===== config.mk =====
export PLATFORM = sky130hd
export DESIGN_NAME = bridge_emu
export DESIGN_NICKNAME = d
export VERILOG_FILES = /design/src/rtl/bridge_pkg.sv /design/src/rtl/bridge_line.sv /design/src/rtl/bridge_cfg.sv /design/src/rtl/bridge_emu.sv
export SDC_FILE = /design/constraint.sdc
export NUM_CORES = 1
export LEC_CHECK = 0
export ABC_AREA = 1
export BUFFER_PORTS_ARGS = -buffer_cell sky130_fd_sc_hd__buf_2
export CAP_MARGIN = 20
export CORE_MARGIN = 2
export CORE_UTILIZATION = 51
export CTS_CLUSTER_DIAMETER = 60
export CTS_CLUSTER_SIZE = 14
export DETAILED_ROUTE_END_ITERATION = 10
export GPL_TIMING_DRIVEN = 1
export PLACE_DENSITY = 0.8
export SLEW_MARGIN = 20
export SYNTH_ARGS = -nofsm -noshare
export SYNTH_HDL_FRONTEND = slang
export SYNTH_SLANG_ARGS = --single-unit

===== constraint.sdc =====
create_clock -name clk -period 2.75 [get_ports clk]
set_input_delay 0.275 -clock clk [delete_from_list [all_inputs] [get_ports clk]]
set_output_delay 0.275 -clock clk [all_outputs]
set_load 0.02 [all_outputs]

===== src/rtl/bridge_pkg.sv =====
package bridge_pkg;
  localparam int SEL_W  = 2;
  localparam int KIND_W = 4;
  localparam int NSEL   = 1 << SEL_W;

  typedef enum logic [SEL_W-1:0] {
    SEL_ZERO = 2'd0,
    SEL_ONE  = 2'd1,
    SEL_SAME = 2'd2,
    SEL_INV  = 2'd3
  } sel_e;

  // index of unordered pair (lo <= hi) among the triangular set of pairs
  function automatic logic [KIND_W-1:0] pair_code(input logic [SEL_W-1:0] lo,
                                                  input logic [SEL_W-1:0] hi);
    int p, q, r;
    p = int'(lo);
    q = int'(hi);
    r = p * NSEL - (p * (p - 1)) / 2 + (q - p);
    return KIND_W'(r);
  endfunction
endpackage


===== src/rtl/bridge_line.sv =====
module bridge_line
  import bridge_pkg::*;
(
  input  logic             own,
  input  logic             other,
  input  logic [SEL_W-1:0] sel,
  output logic             faulted
);
  logic func;
  logic differ;

  always_comb begin
    unique case (sel_e'(sel))
      SEL_ZERO: func = 1'b0;
      SEL_ONE:  func = 1'b1;
      SEL_SAME: func = other;
      SEL_INV:  func = ~other;
      default:  func = 1'b0;
    endcase
  end

  assign differ  = own ^ other;
  assign faulted = own ^ (func & differ);
endmodule


===== src/rtl/bridge_cfg.sv =====
module bridge_cfg
  import bridge_pkg::*;
(
  input  logic              clk,
  input  logic              rst_n,
  input  logic              wr,
  input  logic [SEL_W-1:0]  sel_a_in,
  input  logic [SEL_W-1:0]  sel_b_in,
  output logic [SEL_W-1:0]  sel_a_q,
  output logic [SEL_W-1:0]  sel_b_q,
  output logic [KIND_W-1:0] kind_q,
  output logic              swap_q
);
  logic              desc;
  logic [SEL_W-1:0]  lo, hi;
  logic [KIND_W-1:0] code;

  always_comb begin
    desc = sel_a_in > sel_b_in;
    lo   = desc ? sel_b_in : sel_a_in;
    hi   = desc ? sel_a_in : sel_b_in;
    code = pair_code(lo, hi);
  end

  always_ff @(posedge clk) begin
    if (!rst_n) begin
      sel_a_q <= '0;
      sel_b_q <= '0;
      kind_q  <= '0;
      swap_q  <= 1'b0;
    end else if (wr) begin
      sel_a_q <= sel_a_in;
      sel_b_q <= sel_b_in;
      kind_q  <= code;
      swap_q  <= desc;
    end
  end
endmodule


===== src/rtl/bridge_emu.sv =====
module bridge_emu
  import bridge_pkg::*;
(
  input  logic              clk,
  input  logic              rst_n,
  input  logic              cfg_wr,
  input  logic [SEL_W-1:0]  cfg_sel_a,
  input  logic [SEL_W-1:0]  cfg_sel_b,
  input  logic              line_a,
  input  logic              line_b,
  output logic              out_a,
  output logic              out_b,
  output logic              err,
  output logic [KIND_W-1:0] kind,
  output logic              swap
);
  localparam int NLINE = 2;

  logic [NLINE-1:0][SEL_W-1:0] sel_q;
  logic [NLINE-1:0]            in_v;
  logic [NLINE-1:0]            out_v;

  bridge_cfg u_cfg (
    .clk      (clk),
    .rst_n    (rst_n),
    .wr       (cfg_wr),
    .sel_a_in (cfg_sel_a),
    .sel_b_in (cfg_sel_b),
    .sel_a_q  (sel_q[0]),
    .sel_b_q  (sel_q[1]),
    .kind_q   (kind),
    .swap_q   (swap)
  );

  assign in_v = {line_b, line_a};

  for (genvar g = 0; g < NLINE; g++) begin : g_line
    bridge_line u_line (
      .own     (in_v[g]),
      .other   (in_v[NLINE-1-g]),
      .sel     (sel_q[g]),
      .faulted (out_v[g])
    );
  end

  assign out_a = out_v[0];
  assign out_b = out_v[1];
  assign err   = |(out_v ^ in_v);
endmodule


==> out/results.tsv <==
metric	value	unit
filler instances	138	
post-synth top area share	25.5	%
worst hold path type	in -> reg	
vias in the first global route	586	
GRT Max-Usage Layer	met2	
Layout Nets	146	
num rows	13	
number of H-tree levels	1	
RSZ-0062 raised after global routing	no	
routed wire length	1.31	mm
Worst setup SP type	input port	
Mean Syn Cell Area	6.72	µm²
antenna violations before repair	0	
Post-CTS Setup Inserts	0	
DPL Wire Length	1.13	mm
layout cells sized above 1	24.0	%
Die H	41.2	µm
mapped cell area	706	µm²
Top Ports	17	
Cell variety after synth	17	
DRC violations left	0	
met3 Resource Use GR	6.52	%
CTS-repair resized insts	0	
Final Skew	0	ps
worst-path maximum fanout	4	
die area	0.00170	mm²
Tot GR Track Use	20.1	%
Final Hold Vio Count	0	
core area	0.00130	mm²
final hold slack	297	ps
Setup WS pre-CTS	32.1	ps
Setup-failing EPs final	0	
n_diodes	0	
starting density of the core	54.2	%
setup TNS	0	ps
period utilization	88.7	%
Min-Delay Path Depth	3	
Leakage	0.000487	µW
clk sinks	9	
Iteration-0 DRC Markers	4	
Reg area	180	µm²
port buffer count	16	
Seq/Total Area, Yosys	25.5	%
TritonCTS buffer count	3	
CP endpoint kind	flop	
Reg2Reg Setup Slack	2090	ps
run status	completed	
largest net degree at the start of global routing	17	
FF-to-FF path depth	3	
Setup WS post-layout	310	ps
M2 GR Usage	37.1	%
Worst Hold End	u_cfg.sel_b_q[1]	
cts hold-fix bufs	0	
Synth Register Bits	9	
Placed Area	805	µm²
WL/cell	9.35	µm
Cell Pwr Density	479	mW/mm²
M1 GR Usage	21.6	%
max-slew violation count	0	
remaining global-route overflow	0	
Max-cap violations	0	
worst path arrival time	2590	ps
worst r2r src	u_cfg.kind_q[3]	
Root Driver	clkbuf_4	
DRT Pass-1 Iters	4	
Max IR drop VDD	0.000277	V
Cells after Synth	105	
Fmax	410	MHz
Antenna Violating Nets Remaining	0	
clock slew at reported path FFs	60	ps
Die Width	41.2	µm
design area	831	µm²
synth warn	0	
CP required	2900	ps
CTS tree	built	
Synth area leader	dfxtp_1	
Max Buffers Root-to-Sink	2	
Multi-input gate area	443	µm²
Hold Crit Start	cfg_sel_b[1]	
Vias	671	
minimum clock period	2440	ps
top cells by area, synth	dfxtp_1, ha_1, nand2_1	
CP Class	in -> reg	
worst skew pair latency	250	ps
DR vias/cell	4.79	
area grow syn2layout	17.7	%
gp weighted congestion	0.784	
RR Endpoint	u_cfg.kind_q[3]	
first-pass GRT wire length	2.21	mm
syn nets	125	
-- Yosys cell counts --
| master | n |
|---|---|
| nand2_1 | 27 |
| inv_1 | 18 |
| ha_1 | 10 |
| dfxtp_1 | 9 |
| nand3_1 | 7 |
| nand2_2 | 6 |
| nor2_1 | 6 |
| a21oi_1 | 5 |
| o21ai_0 | 4 |
| o21ai_1 | 4 |
| conb_1 | 2 |
| inv_2 | 2 |
| buf_4 | 1 |
| fa_1 | 1 |
| nand3_2 | 1 |
| o21a_1 | 1 |
| o21bai_2 | 1 |
-- registers in the layout, indices dropped and copies added (netlist names) --
name,cells
u_cfg.kind_q,4
u_cfg.sel_a_q,2
u_cfg.sel_b_q,2
u_cfg.swap_q,1
-- kinds of logic (layout without fill, tap and decap cells) --
group | after synthesis | count (layout) | share of synthesized area (%)
buffers and inverters | 21 | 41 | 11.7
AO/OA/AOI/OAI | 15 | 15 | 11.9
adder cells (fa/ha/maj) | 11 | 11 | 20.6
AND/OR/NAND/NOR | 47 | 47 | 29.3
other | 2 | 2 | 1.06
flip-flops | 9 | 9 | 25.5
-- cell usage in the layout (no fill, tap or decap) --
cell type,count
inv_2,2
clkbuf_4,3
o21a_1,1
nand3_2,1
o21ai_1,4
ha_1,10
o21ai_0,4
nand3_1,7
a21oi_1,5
conb_1,2
o21bai_2,1
clkbuf_1,1
inv_1,18
nand2_2,6
dfxtp_1,9
buf_4,1
nor2_1,6
fa_1,1
buf_2,16
nand2_1,27
-- worst max path at each step --
stage / slack [ps] / from / to
after floorplan: 330 / cfg_sel_b[1] / u_cfg.kind_q[3]
after global placement: 110 / cfg_sel_b[1] / u_cfg.kind_q[3]
after detailed placement: 30 / cfg_sel_b[1] / u_cfg.kind_q[3]
after CTS: 300 / cfg_sel_b[1] / u_cfg.kind_q[3]
after global routing: 50 / cfg_sel_b[1] / u_cfg.kind_q[3]
final: 310 / cfg_sel_b[1] / u_cfg.kind_q[3]
-- layout make-up --
class | count | share of cell area [%]
Inverter | 20 | 9.04
Tap cell | 15 | 2.26
Sequential cell | 9 | 21.7
Multi-Input combinational cell | 75 | 53.3
Clock buffer | 4 | 3.16
Timing Repair Buffer | 17 | 10.5
-- power by group --
group | total (µW) | internal [µW] | switching [µW]
registers | 149 | 143 | 6.48
clock network | 100 | 55.8 | 44.3
logic | 149 | 57.6 | 91.0
total | 398 | 256 | 142
-- worst max-delay path, cell delays in order --
cell and delay (ps):
buf_2 90, inv_1 50, ha_1 330, inv_1 60, o21bai_2 120, nand2_1 100
nand2_2 100, nand3_2 70, inv_1 60, ha_1 130, inv_1 50, ha_1 290
ha_1 270, inv_1 40, ha_1 200, nand2_1 80, nand2_1 50, nand2_1 50
nand3_1 70, nand2_1 60, inv_1 40
-- per-stage QoR --
stage,total power [µW],std cells,util [%]
global route,434,140,63.8
detailed placement,303,136,61.8
finish,398,140,63.8
global placement,297,136,61.8
floorplan,260,105,-
CTS,404,140,63.8
-- layer usage --
metal	wire, µm	vias to the layer above
met5	0	-
met4	5	0
met3	52	2
met2	693	11
met1	557	297
li1	-	361
Power figures use the tool's default switching activity.
